--- src/rtl/selfcal_sched.sv ---
module selfcal_sched #(
  parameter int unsigned PERIOD_CYC = 3_000_000
) (
  input  logic       clk,
  input  logic       rst_n,
  input  logic       ctl_wr,
  input  logic [2:0] ctl_wdata,
  output logic [2:0] ctl_rdata,
  output logic       cal_req,
  output logic       cal_chan,
  input  logic       cal_done,
  input  logic       cal_err_ok,
  output logic       sh_hold,
  output logic       routine_done
);
  localparam int CW = $clog2(PERIOD_CYC + 1);
  localparam logic [CW-1:0] TLAST = CW'(PERIOD_CYC - 1);

  typedef enum logic [1:0] {S_IDLE, S_CH1, S_CH2} st_t;

  st_t           st;
  logic          mode_q, cmd_q, auto_q, seeded_q, trk_q, ok1_q;
  logic [CW-1:0] tmr_q;

  wire busy     = (st != S_IDLE);
  wire mode_nx  = ctl_wr ? ctl_wdata[2] : mode_q;
  wire tmr_hit  = auto_q && !busy && (tmr_q == TLAST);
  wire cmd_go   = ctl_wr && ctl_wdata[1] && !busy;
  wire start    = cmd_go || tmr_hit;
  wire pass_end = (st == S_CH2) && cal_done;
  wire again    = pass_end && !trk_q && !(ok1_q && cal_err_ok);
  wire finish   = pass_end && !again;

  always_ff @(posedge clk) begin
    if (!rst_n) begin
      st           <= S_IDLE;
      mode_q       <= 1'b0;
      cmd_q        <= 1'b0;
      auto_q       <= 1'b0;
      seeded_q     <= 1'b0;
      trk_q        <= 1'b0;
      ok1_q        <= 1'b0;
      tmr_q        <= '0;
      routine_done <= 1'b0;
    end else begin
      routine_done <= finish;
      if (ctl_wr) begin
        mode_q <= ctl_wdata[2];
        auto_q <= ctl_wdata[0];
      end
      if (finish)      cmd_q <= 1'b0;
      else if (cmd_go) cmd_q <= 1'b1;
      if (!auto_q || busy || tmr_hit) tmr_q <= '0;
      else                            tmr_q <= tmr_q + 1'b1;
      if (finish && !trk_q) seeded_q <= 1'b1;
      case (st)
        S_IDLE: if (start) begin
          st    <= S_CH1;
          trk_q <= mode_nx && seeded_q;
        end
        S_CH1: if (cal_done) begin
          ok1_q <= cal_err_ok;
          st    <= S_CH2;
        end
        S_CH2: if (cal_done) st <= again ? S_CH1 : S_IDLE;
        default: st <= S_IDLE;
      endcase
    end
  end

  assign ctl_rdata = {mode_q, cmd_q, auto_q};
  assign cal_req   = busy;
  assign cal_chan  = (st == S_CH2);
  assign sh_hold   = busy && trk_q;

  a_r3_first_chan: assert property (@(posedge clk) disable iff (!rst_n)
    $rose(cal_req) |-> !cal_chan);
  a_r3_done_clears: assert property (@(posedge clk) disable iff (!rst_n)
    routine_done |-> (!cal_req && !ctl_rdata[1]));
  a_r5_hold_in_run: assert property (@(posedge clk) disable iff (!rst_n)
    sh_hold |-> cal_req);
  a_r8_no_early_track: assert property (@(posedge clk) disable iff (!rst_n)
    !seeded_q |-> !sh_hold);
  a_r9_absorb: assert property (@(posedge clk) disable iff (!rst_n)
    (cal_req && ctl_wr && !cal_done) |=> (cal_req && $stable(cal_chan)));
  a_r6_tmr_range: assert property (@(posedge clk) disable iff (!rst_n)
    tmr_q <= TLAST);
endmodule

--- config.mk ---
export PLATFORM = sky130hd
export DESIGN_NAME = selfcal_sched
export DESIGN_NICKNAME = d
export VERILOG_FILES = /design/src/rtl/selfcal_sched.sv
export SDC_FILE = /design/constraint.sdc
export NUM_CORES = 1
export LEC_CHECK = 0
export BUFFER_PORTS_ARGS = -buffer_cell sky130_fd_sc_hd__clkbuf_2
export CAP_MARGIN = 5
export CORE_MARGIN = 5
export CORE_UTILIZATION = 55
export DETAILED_ROUTE_END_ITERATION = 7
export PLACE_DENSITY = 0.75
export SLEW_MARGIN = 20
export SYNTH_ARGS = -nofsm -noshare
export SYNTH_HDL_FRONTEND = slang
export SYNTH_SLANG_ARGS = --single-unit
--- constraint.sdc ---
create_clock -name clk -period 2.2 [get_ports clk]
set_input_delay 0.22 -clock clk [delete_from_list [all_inputs] [get_ports clk]]
set_output_delay 0.22 -clock clk [all_outputs]
set_load 0.05 [all_outputs]
Word level (Yosys, flattened, before mapping)
Index checks and enable logic that the tools add are counted.
Storage, ports and cells
  word-level logic and storage cells: 50
  memory bits (writable): 0
  ROM bits: 0
  flip-flop bits (word level): 31
  input bits: 8
  memories kept: 0
  output and inout port bits: 7
  latch bits: 0
Operators by class
  muxes and demuxes: 6
  $lt $le $gt $ge: 0
  reductions and logical operators: 27
  bitwise operators: 1
  add/subtract/negate cells: 1
  eq/ne operators: 6
  $mul: 0
  shift operators: 0
  div/mod/pow operators: 0
Operator list (count)
  22-bit by 1-bit adder with 22-bit output, second input constant: 1
  22-bit equality test, second input constant: 1
  1-bit logical AND: 12
  2-bit 2-to-1 mux: 3
  2-bit one-hot mux with 3 select lines: 1
  1-bit zero test: 5
  2-bit inequality test, second input constant: 2
  2-bit AND reduction: 2
  2-bit OR reduction: 2
  1-bit logical OR: 3
  3-bit AND reduction: 1
  2-bit by 1-bit equality test with 1-bit output, second input constant: 1
  2-bit equality test, second input constant: 1
  2-bit zero test: 1
  1-bit 2-to-1 mux: 2
  2-bit by 1-bit inequality test with 1-bit output, second input constant: 1
  2-bit nonzero test: 1
  1-bit inverter: 1

Depth between registers and ports, before layout
Gate-level depths: netlist of run 1.
  depth in word-level cells: 7
  gate-level depth with buffers: 6
  mapped depth without buffers: 5

Least setup slack after synthesis of run 1
No wires, ideal clock.
  path type: register to register
  start: register tmr_q[13]
  end: register tmr_q[21]
  cell stages (with the launch flop): 6
  buffers on the path: 1
  data required time: 2070 ps
  setup slack: 434 ps
  library setup time: 130 ps
  arrival: 1636 ps
  period minus slack after synthesis: 1766 ps
  cells stage by stage: dfxtp_1 > or4_1 > nor4_1 > a31o_2 > buf_4 > a21oi_1
On the way
  word-level cells in the longest chain between the ends: 4
  elaborated cells between the ends (all ways): 5
  those cells by class: add/sub: 1; eq/ne: 1; reduce/logical: 3
Ends and longest elaborated chain
  start, declared: RTL line 23  | logic [CW-1:0] tmr_q;
  start signal, assigned: RTL line 54  | else tmr_q <= tmr_q + 1'b1;
  parallel branches: the longest is 4 deep, another holds 22-bit by 1-bit adder with 22-bit output
Several ways; the timed one is not identified.
A chain may end at the register's enable or synchronous reset.

Worst setup path after layout of run 1
  start: register tmr_q[13]
  end: register tmr_q[8]
On the way
  word-level cells in the longest chain between the ends: 4
Ends and longest elaborated chain
  22-bit equality test: RTL line 27  | wire tmr_hit = auto_q && !busy && (tmr_q == TLAST);
  1-bit logical AND: RTL line 27
  1-bit logical OR: RTL line 53  | if (!auto_q || busy || tmr_hit) tmr_q <= '0;
  2-bit OR reduction (no line)
No other way between the ends.

==> run_results.csv, run 1 <==
group,metric,value,unit
yosys,synth_adder_area_share,0.865,%
placed_design,hpwl,2.10,mm
drt,ant_nets,0,
drt,drt-total-wl,2.97,mm
min_path,hold_depth,3,
critical_path,r2r_start,"tmr_q[13]",
placed_design,place_area,1530,µm²
min_path,hold_class,"input pin to register",
global_routing,antenna_found_initial,0,
job,maxCapViolations,0,
sta,slew_headroom,60.7,%
placed_design,dp.cells,206,
pwr,powerDensity,648,nW/µm²
global_routing,gr-max-usage-layer,"met2",
floorplanning,die_w,61.3,µm
sta,tightest_slew,584,ps
finish,layout_common_cells,"dfxtp_1 (31), nor2_1 (21), clkbuf_2 (14)",
drt,drtPass1Iterations,4,
critical_path,crit_type,"register to register",
global_routing,use_met1,22.2,%
global_routing,use_met2,29.2,%
clocking,clockBufferDepth,2,
finish,antenna_cells,0,
critical_path,arrival,2190,ps
critical_path,critPathBufInv,0,
global_routing,grt_pass1_vias,1174,
yosys,syn_nets,175,
placed_design,portBuffers,14,
yosys,netlist_area,1450,µm²
floorplanning,core_area,2500,µm²
critical_path,setup.worst_path.start,"tmr_q[13]",
finish,ff_latch_area,621,µm²
sta,rsz0062_at_grt,"no",
yosys,synth_top_family_by_area,"simple AND/OR/NAND/NOR gates",
clocking,cts_hold_buf,0,
global_routing,grt_max_degree,23,
finish,multiInputGateArea,761,µm²
clocking,cts_buffers,5,
sta,min_period,1980,ps
drt,num_vias,1262,
yosys,muxShareOfSynthArea,2.77,%
yosys,synthSimpleGateAreaFrac,30.4,%
floorplanning,die-height,61.3,µm
critical_path,critPathLaunchType,"register",
yosys,yosysSeqAreaShare,42.9,%
global_routing,grt_pass1_wl,4.97,mm
finish,layout_commonest_cell,"dfxtp_1",
finish,drive_above_1_share,13.7,%
clocking,clk_pin_slew,90,ps
sta,whs,132,ps
pwr,leakagePower,0.539,nW
yosys,ys_warn_count,0,
critical_path,required,2410,ps
yosys,synth_xor_area_share,7.27,%
sta,setup_viol,0,
floorplanning,die_area,3760,µm²
critical_path,crit_path_max_fanout,22,
critical_path,crit_slowest_cell,"or4_1",
clocking,post_cts_buffers,0,
yosys,synth_cell_types,36,
finish,fin_util,62.9,%
clocking,cts_tree,"done",
clocking,clk_latency,330,ps
yosys,netlist_instances,166,
critical_path,critical-path-top-delay-family,"simple AND/OR/NAND/NOR gates",
floorplanning,io_pins,15,
clocking,numClockSinks,31,
drt,viasPerCell,5.95,
min_path,min-delay-start,"cal_err_ok",
clocking,htree_levels,2,
yosys,syn_area_per_cell,8.71,µm²
floorplanning,start_util,57.9,%
finish,fin_cells,212,
sta,drv_slew,0,
global_routing,track_usage,18.2,%
clocking,clockRootBuffer,"clkbuf_4",
drt,drc,0,
yosys,synth_compound_area_share,11.2,%
outcome,status,"finished, final reports clean",
sta,fin_skew,8.63,ps
sta,fin_tns_setup,0,ps
sta,hold_viol,0,
clocking,cts_resized,0,
finish,final_nets,192,
yosys,synth_seq_cells,31,
floorplanning,rows,18,
critical_path,r2r_cells,4,
sta,finalCritPeriodShare,90.0,%
drt,drt_iter0_markers,48,
placed_design,place.gp.congestion,0.777,
global_routing,overflow,0,
finish,fill_cells,227,
pwr,peakVddDrop,0.492,mV
finish,post-route-cell-area,1570,µm²
sta,max_freq,505,MHz
finish,area_delta_synth_final,8.65,%
global_routing,gr-usage-met3,6.92,%
critical_path,max_stage_delay,530,ps
critical_path,path_cells,"or4_1 > nor4_1 > a31o_2 > nor3_1",
critical_path,crit_path_end_kind,"register",
drt,wl_per_cell,14.0,µm
critical_path,path_depth,4,
-- registers in the layout, summed over array words and instances (netlist names) --
register / cells
tmr_q: 22
st: 2
auto_q: 1
cmd_q: 1
mode_q: 1
ok1_q: 1
routine_done: 1
seeded_q: 1
trk_q: 1
-- worst reg2reg max path, delay by kind of cell (launching register included) --
family / cells / cell delay, ps
and+or+nand+nor: 3 / 1010
AOI/OAI and AO/OA: 1 / 500
DFF: 1 / 370
-- synth_stat cells --
library cell	count	area, µm²
and4_1	2	17.5
a31oi_1	1	6.26
a31o_2	2	17.5
nand3_1	9	45.0
nand3b_1	2	15.0
inv_1	5	18.8
o31ai_1	3	22.5
o21ai_0	5	25.0
nand2b_1	1	6.26
nor3_1	3	15.0
nor4b_1	2	17.5
and3_1	3	18.8
or4_1	5	37.5
nor4_1	5	31.3
or3_1	3	18.8
clkbuf_1	1	3.75
o21a_1	2	15.0
nor2_1	21	78.8
and2_1	2	12.5
nor2b_1	3	18.8
nand3_4	1	17.5
dfxtp_1	31	621
nand2_1	11	41.3
a21oi_1	10	50.1
o211a_1	1	10.0
nor3b_1	1	7.51
o41ai_1	1	8.76
xor2_1	4	35.0
a21boi_0	1	7.51
ha_1	1	12.5
or4b_1	1	10.0
buf_2	1	5.00
buf_4	5	37.5
nand4_1	5	31.3
xnor2_1	8	70.1
mux2i_1	4	40.0
-- path summary, 6_finish.rpt --
kind | endpoint | slack [ps]
min | ok1_q | 130
min reg2reg | trk_q | 470
max reg2reg | tmr_q[8] | 220
max | tmr_q[8] | 220
-- kinds of logic after synthesis --
logic type | Yosys count
flip-flops | 31
AND/OR/NAND/NOR | 80
buffers and inverters | 12
multiplexers | 4
XOR/XNOR | 12
adder cells (fa/ha/maj) | 1
AO/OA/AOI/OAI | 26
-- cell type report --
class / instances / area share (%)
Clock buffer: 6 / 2.63
Multi-Input combinational cell: 123 / 48.4
Inverter: 5 / 1.19
Tap cell: 30 / 2.39
Sequential cell: 31 / 39.5
Timing Repair Buffer: 17 / 5.89
-- report_power, final --
group          switching [mW]  internal [mW]
Clock                   0.173          0.113
Sequential             0.0188          0.576
Combinational          0.0960         0.0417
-- routing by layer --
| layer | up-vias | routed length [µm] |
|---|---|---|
| met5 | - | 0 |
| met4 | 0 | 19 |
| met3 | 2 | 177 |
| met2 | 34 | 1400 |
| met1 | 596 | 1380 |
| li1 | 630 | - |
-- stage by stage --
stage                     total power, mW  worst slack (ps)
after global placement              0.740               286
final                                1.02               220
after global routing                 1.07              24.4
after floorplan                     0.718               434
after CTS                            1.03               217
after detailed placement            0.744               226
(Power assumes the default switching activity.)
==> inputs of run 2 (changes only) <==
--- a/config.mk
+++ b/config.mk
@@ -10,6 +10,7 @@
 export CORE_MARGIN = 5
 export CORE_UTILIZATION = 55
 export DETAILED_ROUTE_END_ITERATION = 7
+export GPL_ROUTABILITY_DRIVEN = 1
 export PLACE_DENSITY = 0.75
 export SLEW_MARGIN = 20
 export SYNTH_ARGS = -nofsm -noshare
==> constraint.sdc (replaced) <==
create_clock -name clk -period 2.45 [get_ports clk]
set_input_delay 0.245 -clock clk [delete_from_list [all_inputs] [get_ports clk]]
set_output_delay 0.245 -clock clk [all_outputs]
set_load 0.05 [all_outputs]
==> run 2 against run 1 <==
Compared with the run above: via count down 0.48%; register-to-register slack better by 160 ps; critical path depth unchanged; die area did not move; routed wire length is 6.0% lower; non-clock buffer count fell by 2; utilization down 0.25 points; clock skew is 1.7 ps higher; flip-flop and latch count is the same; final cell count stayed put; largest cell class unchanged; largest power group unchanged.
==> run_results.csv, run 2 (synthesis gave the netlist of run 1 again) <==
group,metric,value,unit
clocking,cts_tree,"done",
clocking,cts_hold_buf,0,
global_routing,track_usage,17.1,%
global_routing,grt_pass1_wl,4.79,mm
floorplanning,die-height,61.3,µm
critical_path,r2r_start,"tmr_q[13]",
sta,tightest_slew,607,ps
critical_path,regToRegEndpoint,"tmr_q[8]",
placed_design,portBuffers,14,
critical_path,crit_type,"register to register",
clocking,htree_levels,2,
sta,fin_skew,10.3,ps
floorplanning,io_pins,15,
pwr,peakVddDrop,0.486,mV
clocking,cts_resized,0,
critical_path,crit_path_max_fanout,22,
clocking,cts_buffers,5,
placed_design,place_area,1520,µm²
drt,drc,0,
clocking,clockBufferDepth,2,
finish,reg.largest.list,"tmr_q (22), st (2)",
finish,fin_util,62.6,%
drt,drtPass1Iterations,4,
placed_design,dp.cells,204,
sta,slew_headroom,59.1,%
finish,area_delta_synth_final,8.22,%
drt,wl_per_cell,13.2,µm
finish,final_nets,190,
finish,layout_commonest_cell,"dfxtp_1",
sta,finalWorstSetupSlack,377,ps
finish,post-route-cell-area,1570,µm²
floorplanning,rows,18,
critical_path,critPathLaunchType,"register",
sta,rsz0062_at_grt,"no",
finish,fin_cells,212,
finish,regMostFlops,"tmr_q",
min_path,hold_depth,3,
placed_design,place_ws,392,ps
critical_path,reg2reg_slack,380,ps
global_routing,antenna_found_initial,0,
job,maxCapViolations,0,
finish,antenna_cells,0,
finish,fill_cells,235,
min_path,worstHoldEndpoint,"ok1_q",
clocking,clockRootBuffer,"clkbuf_4",
finish,layout_common_cells,"dfxtp_1 (31), nor2_1 (21), clkbuf_2 (14)",
pwr,powerDensity,594,nW/µm²
global_routing,overflow,0,
floorplanning,die_w,61.3,µm
sta,hold_viol,0,
finish,drive_above_1_share,13.2,%
drt,drt-total-wl,2.79,mm
min_path,hold_class,"input pin to register",
placed_design,hpwl,2.07,mm
placed_design,place.gp.congestion,0.797,
critical_path,r2r_cells,4,
floorplanning,die_area,3760,µm²
finish,largest_register_ffs,22,
outcome,status,"finished, final reports clean",
sta,max_freq,482,MHz
drt,ant_nets,0,
clocking,numClockSinks,31,
pwr,power,0.929,mW
sta,fin_tns_setup,0,ps
floorplanning,start_util,57.9,%
clocking,clk_latency,320,ps
critical_path,crit_path_end_kind,"register",
clocking,post_cts_buffers,0,
global_routing,grt_pass1_vias,1167,
min_path,min-delay-start,"cal_err_ok",
drt,num_vias,1256,
sta,finalCritPeriodShare,84.6,%
sta,min_period,2070,ps
pwr,leakagePower,0.534,nW
critical_path,arrival,2270,ps
clocking,clk_pin_slew,90,ps
global_routing,grt_max_degree,23,
drt,viasPerCell,5.92,
sta,setup_viol,0,
drt,drt_iter0_markers,68,
critical_path,required,2650,ps
floorplanning,core_area,2500,µm²
sta,drv_slew,0,
sta,whs,160,ps
==> run 2: changes by cell type in the layout (fill, tap and decap cells not counted) <==
cell / change
clkinv_2: +1
buf_4: -2
clkbuf_1: +1
==> run 2: critical path, stage by stage, from the launching register on <==
cell     delay (ps)
dfxtp_1         360
or4_1           520
nor4_1          450
a31o_2          510
nor3_1          110
==> run 2: where the power goes <==
part	leakage, nW	internal, mW	switching (mW)
registers	0.251	0.517	0.0162
logic	0.254	0.0375	0.0860
clock network	0.0293	0.112	0.161
==> run 2: layout make-up <==
type	count	area [µm²]	share of cell area, %
clock buffer	7	45.0	2.88
inverter	5	18.8	1.20
clock inverter	1	5.00	0.320
tap	30	37.5	2.40
timing repair buffer	15	77.6	4.96
multi-input combinational	123	761	48.6
sequential	31	621	39.6
==> run 2: worst max-delay path by stage <==
stage,from,to,slack (ps),cells past startpoint
after global routing,tmr_q[13],tmr_q[8],210,4
after CTS,tmr_q[13],tmr_q[8],370,4
after floorplan,tmr_q[13],tmr_q[21],680,5
after global placement,tmr_q[13],tmr_q[8],440,4
final,tmr_q[13],tmr_q[8],380,4
after detailed placement,tmr_q[13],tmr_q[8],390,4
==> run 2: routing by layer <==
metal | vias to the layer above | global-route usage, % | wire, µm
met1 | 595 | 21.1 | 1310
met2 | 28 | 26.7 | 1290
met5 | - | 0 | 0
met4 | 0 | 8.36 | 42
li1 | 628 | - | -
met3 | 5 | 5.45 | 151
